===== src/rtl/region_attr_pkg.sv =====
package region_attr_pkg;
  localparam int unsigned CACHE_BIT = 0;
  localparam int unsigned PREF_BIT  = 3;
  localparam int unsigned WORD_W    = 32;

  typedef struct packed {
    logic pref;
    logic cache;
  } attr_t;

  function automatic logic [WORD_W-1:0] attr_to_word(attr_t a);
    logic [WORD_W-1:0] w;
    w = '0;
    w[CACHE_BIT] = a.cache;
    w[PREF_BIT]  = a.pref;
    return w;
  endfunction

  function automatic attr_t word_to_attr(logic [WORD_W-1:0] w);
    attr_t a;
    a.cache = w[CACHE_BIT];
    a.pref  = w[PREF_BIT];
    return a;
  endfunction
endpackage


===== src/rtl/region_attr_store.sv =====
module region_attr_store
  import region_attr_pkg::*;
#(
  parameter int unsigned NUM_ENT  = 256,
  parameter int unsigned NUM_RO   = 16,
  parameter logic [NUM_RO-2:0] RO_CACHE = '1,
  parameter logic [NUM_RO-2:0] RO_PREF  = '0,
  localparam int unsigned IDX_W = $clog2(NUM_ENT)
) (
  input  logic             clk_i,
  input  logic             rst_ni,
  input  logic             wr_en_i,
  input  logic [IDX_W-1:0] wr_idx_i,
  input  attr_t            wr_attr_i,
  output logic [NUM_ENT-1:0] cache_vec_o,
  output logic [NUM_ENT-1:0] pref_vec_o
);
  localparam logic [IDX_W-1:0] RO_LIM = IDX_W'(NUM_RO);

  for (genvar g = 0; g < NUM_ENT; g++) begin : g_ent
    if (g < NUM_RO - 1) begin : g_fixed
      assign cache_vec_o[g] = RO_CACHE[g];
      assign pref_vec_o[g]  = RO_PREF[g];
    end else if (g == NUM_RO - 1) begin : g_edge
      // last internal region: pinned prefetch-only
      assign cache_vec_o[g] = 1'b0;
      assign pref_vec_o[g]  = 1'b1;
    end else begin : g_rw
      logic cache_q, pref_q;
      always_ff @(posedge clk_i or negedge rst_ni) begin
        if (!rst_ni) begin
          cache_q <= 1'b0;
          pref_q  <= 1'b1;
        end else if (wr_en_i && wr_idx_i == IDX_W'(g)) begin
          cache_q <= wr_attr_i.cache;
          pref_q  <= wr_attr_i.pref;
        end
      end
      assign cache_vec_o[g] = cache_q;
      assign pref_vec_o[g]  = pref_q;
    end
  end

  // a write to a writable entry lands in the next cycle
  p_write_lands_r8: assert property (@(posedge clk_i) disable iff (!rst_ni)
    (wr_en_i && wr_idx_i >= RO_LIM) |=>
      (cache_vec_o[$past(wr_idx_i)] == $past(wr_attr_i.cache) &&
       pref_vec_o[$past(wr_idx_i)]  == $past(wr_attr_i.pref)));
endmodule


===== src/rtl/region_attr_lookup.sv =====
module region_attr_lookup #(
  parameter int unsigned ADDR_W  = 32,
  parameter int unsigned NUM_ENT = 256,
  localparam int unsigned IDX_W  = $clog2(NUM_ENT)
) (
  input  logic               clk_i,
  input  logic               rst_ni,
  input  logic               lk_valid_i,
  input  logic [ADDR_W-1:0]  lk_addr_i,
  input  logic [NUM_ENT-1:0] cache_vec_i,
  input  logic [NUM_ENT-1:0] pref_vec_i,
  output logic               lk_valid_o,
  output logic               lk_cache_o,
  output logic               lk_pref_o
);
  logic [IDX_W-1:0] idx;
  logic unused_lo;
  assign idx = lk_addr_i[ADDR_W-1 -: IDX_W];
  assign unused_lo = ^lk_addr_i[ADDR_W-IDX_W-1:0];

  always_ff @(posedge clk_i or negedge rst_ni) begin
    if (!rst_ni) begin
      lk_valid_o <= 1'b0;
      lk_cache_o <= 1'b0;
      lk_pref_o  <= 1'b0;
    end else begin
      lk_valid_o <= lk_valid_i;
      lk_cache_o <= lk_valid_i & cache_vec_i[idx];
      lk_pref_o  <= lk_valid_i & pref_vec_i[idx];
    end
  end

  p_lk_valid_r2: assert property (@(posedge clk_i) disable iff (!rst_ni)
    lk_valid_i |=> lk_valid_o);
  p_idle_quiet_r2: assert property (@(posedge clk_i) disable iff (!rst_ni)
    !lk_valid_o |-> (!lk_cache_o && !lk_pref_o));
endmodule


===== src/rtl/region_attr_readback.sv =====
module region_attr_readback
  import region_attr_pkg::*;
#(
  parameter int unsigned NUM_ENT = 256,
  localparam int unsigned IDX_W  = $clog2(NUM_ENT)
) (
  input  logic               clk_i,
  input  logic               rst_ni,
  input  logic               rd_en_i,
  input  logic [IDX_W-1:0]   rd_idx_i,
  input  logic [NUM_ENT-1:0] cache_vec_i,
  input  logic [NUM_ENT-1:0] pref_vec_i,
  output logic [WORD_W-1:0]  rdata_o
);
  attr_t sel;
  assign sel = '{pref: pref_vec_i[rd_idx_i], cache: cache_vec_i[rd_idx_i]};

  always_ff @(posedge clk_i or negedge rst_ni) begin
    if (!rst_ni) rdata_o <= '0;
    else if (rd_en_i) rdata_o <= attr_to_word(sel);
  end

  localparam logic [WORD_W-1:0] RSVD_MASK =
    ~((WORD_W'(1) << CACHE_BIT) | (WORD_W'(1) << PREF_BIT));

  p_rsvd_zero_r3: assert property (@(posedge clk_i) disable iff (!rst_ni)
    (rdata_o & RSVD_MASK) == '0);
  p_rdata_hold_r9: assert property (@(posedge clk_i) disable iff (!rst_ni)
    !rd_en_i |=> $stable(rdata_o));
endmodule


===== src/rtl/region_attr_table.sv =====
module region_attr_table
  import region_attr_pkg::*;
#(
  parameter int unsigned ADDR_W  = 32,
  parameter int unsigned NUM_ENT = 256,
  parameter int unsigned NUM_RO  = 16,
  parameter logic [NUM_RO-2:0] RO_CACHE = '1,
  parameter logic [NUM_RO-2:0] RO_PREF  = '0,
  localparam int unsigned IDX_W = $clog2(NUM_ENT)
) (
  input  logic              clk_i,
  input  logic              rst_ni,
  input  logic              reg_en_i,
  input  logic              reg_we_i,
  input  logic [IDX_W-1:0]  reg_idx_i,
  input  logic [WORD_W-1:0] reg_wdata_i,
  output logic [WORD_W-1:0] reg_rdata_o,
  input  logic              lk_valid_i,
  input  logic [ADDR_W-1:0] lk_addr_i,
  output logic              lk_valid_o,
  output logic              lk_cache_o,
  output logic              lk_pref_o
);
  localparam logic [IDX_W-1:0] RO_LIM = IDX_W'(NUM_RO);

  logic [NUM_ENT-1:0] cache_vec, pref_vec;
  logic wr_en, rd_en;
  attr_t wr_attr;
  logic unused_rsvd;

  assign wr_en   = reg_en_i & reg_we_i & (reg_idx_i >= RO_LIM);
  assign rd_en   = reg_en_i & ~reg_we_i;
  assign wr_attr = word_to_attr(reg_wdata_i);
  assign unused_rsvd = ^reg_wdata_i;

  region_attr_store #(
    .NUM_ENT(NUM_ENT), .NUM_RO(NUM_RO), .RO_CACHE(RO_CACHE), .RO_PREF(RO_PREF)
  ) i_store (
    .clk_i, .rst_ni,
    .wr_en_i(wr_en), .wr_idx_i(reg_idx_i), .wr_attr_i(wr_attr),
    .cache_vec_o(cache_vec), .pref_vec_o(pref_vec)
  );

  region_attr_lookup #(.ADDR_W(ADDR_W), .NUM_ENT(NUM_ENT)) i_lookup (
    .clk_i, .rst_ni,
    .lk_valid_i, .lk_addr_i,
    .cache_vec_i(cache_vec), .pref_vec_i(pref_vec),
    .lk_valid_o, .lk_cache_o, .lk_pref_o
  );

  region_attr_readback #(.NUM_ENT(NUM_ENT)) i_readback (
    .clk_i, .rst_ni,
    .rd_en_i(rd_en), .rd_idx_i(reg_idx_i),
    .cache_vec_i(cache_vec), .pref_vec_i(pref_vec),
    .rdata_o(reg_rdata_o)
  );

  // a lookup of a fixed region never reflects a write
  p_fixed_lookup_r5: assert property (@(posedge clk_i) disable iff (!rst_ni)
    (lk_valid_i && lk_addr_i[ADDR_W-1 -: IDX_W] == RO_LIM - 1'b1) |=>
      (!lk_cache_o && lk_pref_o));
  // write then lookup of the same entry in the next cycle returns new data
  p_wr_then_lk_r8: assert property (@(posedge clk_i) disable iff (!rst_ni)
    (reg_en_i && reg_we_i && reg_idx_i >= RO_LIM) ##1
    (lk_valid_i && lk_addr_i[ADDR_W-1 -: IDX_W] == $past(reg_idx_i) &&
     !(reg_en_i && reg_we_i)) |=>
      (lk_cache_o == $past(reg_wdata_i[CACHE_BIT], 2) &&
       lk_pref_o  == $past(reg_wdata_i[PREF_BIT], 2)));
endmodule


===== config.mk =====
export PLATFORM = sky130hd
export DESIGN_NAME = region_attr_table
export DESIGN_NICKNAME = d
export VERILOG_FILES = /design/src/rtl/region_attr_pkg.sv /design/src/rtl/region_attr_store.sv /design/src/rtl/region_attr_lookup.sv /design/src/rtl/region_attr_readback.sv /design/src/rtl/region_attr_table.sv
export SDC_FILE = /design/constraint.sdc
export NUM_CORES = 1
export LEC_CHECK = 0
export BUFFER_PORTS_ARGS = -buffer_cell sky130_fd_sc_hd__buf_4
export CORE_ASPECT_RATIO = 1.5
export CORE_MARGIN = 5
export CORE_UTILIZATION = 58
export CTS_BUF_LIST = sky130_fd_sc_hd__clkbuf_8
export CTS_CLUSTER_DIAMETER = 50
export DETAILED_ROUTE_END_ITERATION = 6
export PLACE_DENSITY = 0.82
export REMOVE_ABC_BUFFERS = 1
export SYNTH_ARGS = -nofsm -noshare
export SYNTH_HDL_FRONTEND = slang
export SYNTH_SLANG_ARGS = --single-unit
export TNS_END_PERCENT = 50

===== constraint.sdc =====
create_clock -name clk_i -period 2.1 [get_ports clk_i]
set_input_delay 0.105 -clock clk_i [delete_from_list [all_inputs] [get_ports clk_i]]
set_output_delay 0.105 -clock clk_i [all_outputs]
set_load 0.05 [all_outputs]

==> run metrics <==
status finished with violations; failing checks setup timing; core area 0.0477 mm2; Reg2Reg Depth 7; most used cell, CP mux4_2; via/cell ratio 6.99; RR Startpoint i_store.g_ent[165].g_rw.cache_q; crit path max fanout 3; max_slew headroom 4.75%; port bufs 27; Cell Area, Synth 0.0280 mm2; design area 0.0327 mm2; Post-Route Utilization 68.5%; Worst Setup SP i_store.g_ent[165].g_rw.cache_q; RSZ-0062 raised after global routing true; fillers 3239; TNS Setup -0.421 ns; Achievable Freq 419 MHz; largest net degree at the start of global routing 70; Worst Skew 0.0338 ns; global route overflow 0; most frequent cells in the layout mux2_2 (434), buf_4 (307), nand2_1 (274), dfrtp_1 (245), dfstp_2 (240); CTS Buf Count 76; flip-flop and latch count after synthesis 485; min-delay worst type input pin to flop; critical path class flop to flop; # IOs 112; CP arrival 2.92 ns; ratio of cells with drive above 1 in the final layout 56.7%; critical path startpoint category flop; sequential fraction of the synthesis area 44.5%; DR pass1 iterations 7; Clk Tree Root Cell clkbuf_8; cell breakdown of the critical path mux4_2 -> mux4_2 -> nand2_1 -> o211ai_1 -> and4b_1 -> a311oi_4 -> o32ai_1; r2r setup slk -0.29 ns; H-tree depth 3; commonest non-fill, non-tap cell in the layout mux2_2; CTS tree yes; Die X 189 um; FF-to-FF End i_lookup.lk_cache_o; LEAKAGE 14.4 nW; area grow syn2layout 16.9%; initial antenna violation count 4; Synth Warn # 0; clock buffer depth 3; average cell area after synthesis 13.3 um2; first-pass GRT wire length 142 mm; DRC 0; period utilisation layout 114%; Initial Util 58.6%; clock slew at reported path FFs 0.07 ns; WP depth 7; Vias 21240; GPL Wtd Cong 1.07; max-cap violations 0; Async S/R FF share, synth 100%; final setup fails 4; EDFF count, synth 0; Iter 0 DRT Violations 2135; crit-path max cell delay 0.50 ns; delay-heaviest family, CP multiplexers; CP endpoint i_lookup.lk_cache_o; Hold Vio Cnt, Final 0; Num Clock Sinks 485; library cells used by synthesis 70; min Tclk post-route 2.39 ns; routed wire length 93.7 mm; post-DP HPWL 67.3 mm; Worst Tran Pin Value 1.43 ns; area of the multi-input gates 0.0145 mm2; Setup crit end kind flop; Worst path slowest cell mux4_2; Final Max Tran Viols 0; die area 0.0528 mm2; GRT Total Usage 35.7%; PnR worst setup slack -0.287 ns; Die Ht 279 um; DRT antenna net count 0; Reg area 0.0124 mm2; Placed Area 0.0309 mm2; maximum VDD drop 0.375 mV; drt wl/cell 30.8 um; nets 2450; row count 98; synthesized netlist cell count 2110; CP Buf/Inv Count 0; vias in the first global route 22764; WP data required 2.63 ns; Worst-Skew Late Latency 0.68 ns; Post-synth top flop dfrtp_1; PwrDens 641 mW/mm2
==> synthesized netlist by cell type, types with 3 or more instances <==
cell type / instances / share of area (%)
mux2_2: 434 / 17
nand2_1: 274 / 3.7
dfrtp_1: 245 / 22
dfstp_2: 240 / 23
mux4_2: 198 / 16
mux2i_1: 100 / 3.6
clkbuf_1: 99 / 1.3
mux2_1: 55 / 2.2
buf_2: 46 / 0.82
nor2_1: 46 / 0.62
buf_4: 44 / 1.2
a22oi_1: 38 / 1.0
a21oi_1: 32 / 0.57
nor3_1: 24 / 0.43
o221ai_1: 16 / 0.50
o22ai_1: 15 / 0.34
nand3_1: 14 / 0.25
nand2b_1: 13 / 0.29
buf_6: 12 / 0.48
nand4_1: 11 / 0.25
nor2b_1: 11 / 0.25
and3_1: 10 / 0.22
nor4_1: 8 / 0.18
o2111ai_1: 8 / 0.25
o21ai_0: 8 / 0.14
a211oi_1: 6 / 0.16
o211ai_1: 6 / 0.16
a22o_1: 5 / 0.16
and2_1: 5 / 0.11
buf_12: 5 / 0.36
inv_1: 5 / 0.067
nor3_2: 5 / 0.18
o21ai_1: 5 / 0.089
a221oi_1: 4 / 0.13
a31oi_1: 4 / 0.089
buf_1: 4 / 0.054
mux4_1: 4 / 0.38
o22a_1: 4 / 0.13
o32ai_1: 4 / 0.13
a21boi_0: 3 / 0.081
o31ai_1: 3 / 0.081
or2_2: 3 / 0.067
==> cell type report <==
type                            count  area share, %
Timing Repair Buffer              368           10.3
Clock buffer                       96           4.04
Tap cell                          600           2.30
Sequential cell                   485           38.0
Antenna cell                        2         0.0153
Multi-Input combinational cell   1434           44.4
Inverter                            8         0.0919
Clock inverter                     46          0.808
==> flip-flops by register name (all words and copies together) (netlist names) <==
name,count
i_readback.rdata_o,2
i_lookup.lk_cache_o,1
i_lookup.lk_valid_o,1
i_lookup.lk_pref_o,1
i_store.g_ent.g_rw.cache_q,240
i_store.g_ent.g_rw.pref_q,240
==> worst reg2reg max path, cell delays in order (launching register included) <==
cell	delay [ns]
dfrtp_1	0.40
mux4_2	0.49
mux4_2	0.50
nand2_1	0.08
o211ai_1	0.12
and4b_1	0.24
a311oi_4	0.30
o32ai_1	0.13
==> layer usage <==
| metal | up-vias | GRT usage (%) | part of all wire [%] |
|---|---|---|---|
| li1 | 8496 | - | - |
| met1 | 10799 | 41.0 | 32 |
| met2 | 1450 | 56.8 | 47 |
| met3 | 493 | 9.74 | 11 |
| met4 | 2 | 27.5 | 9.7 |
| met5 | - | 0 | 0.015 |
==> logic make-up (layout without fill, tap and decap cells) <==
kind of cell | Yosys count | count (layout) | share of synthesized area, %
multiplexers | 791 | 791 | 39.6
flip-flops | 485 | 485 | 44.5
AND/OR/NAND/NOR | 434 | 434 | 6.84
AO/OA/AOI/OAI | 179 | 179 | 4.65
buffers and inverters | 220 | 518 | 4.44
other | 1 | 32 | 0.0134
==> timing repair <==
| action | in CTS | in global routing |
|---|---|---|
| endpoints found under the setup margin | 4 | 6 |
| resized for setup | 8 | 6 |
| pin swaps | 8 | 4 |
| setup buffers | 1 | 0 |
| hold buffers | 10 | 0 |
| endpoints found under the hold margin | 320 | 0 |
==> worst min-delay path by stage <==
stage,start,cells past startpoint,endpoint
after global placement,rst_ni,1,i_store.g_ent[112].g_rw.cache_q
after detailed placement,rst_ni,1,i_store.g_ent[86].g_rw.cache_q
final,reg_en_i,5,i_readback.rdata_o[3]
after global routing,reg_en_i,5,i_readback.rdata_o[3]
after CTS,reg_en_i,5,i_readback.rdata_o[3]
after floorplan,rst_ni,0,i_lookup.lk_cache_o
==> power by group <==
group | switching, mW | leakage (nW) | internal (mW)
Clock | 3.91 | 0.910 | 4.39
Sequential | 0.219 | 5.87 | 9.71
Combinational | 1.62 | 7.64 | 1.11
==> per-stage QoR <==
stage | worst slack [ns] | std cells | power, mW | hold WS [ns]
6_report | -0.287 | 3039 | 21.0 | 0.0517
3_3_place_gp | -0.464 | 2884 | 12.6 | 0.0907
5_1_grt | -0.320 | 3038 | 21.6 | 0.0469
2_1_floorplan | 0.0508 | 1927 | 11.0 | -0.191
3_5_place_dp | -0.500 | 2884 | 12.7 | 0.0951
4_1_cts | -0.314 | 3037 | 21.0 | 0.00202
Note: power is estimated with default switching activity, not from simulation.
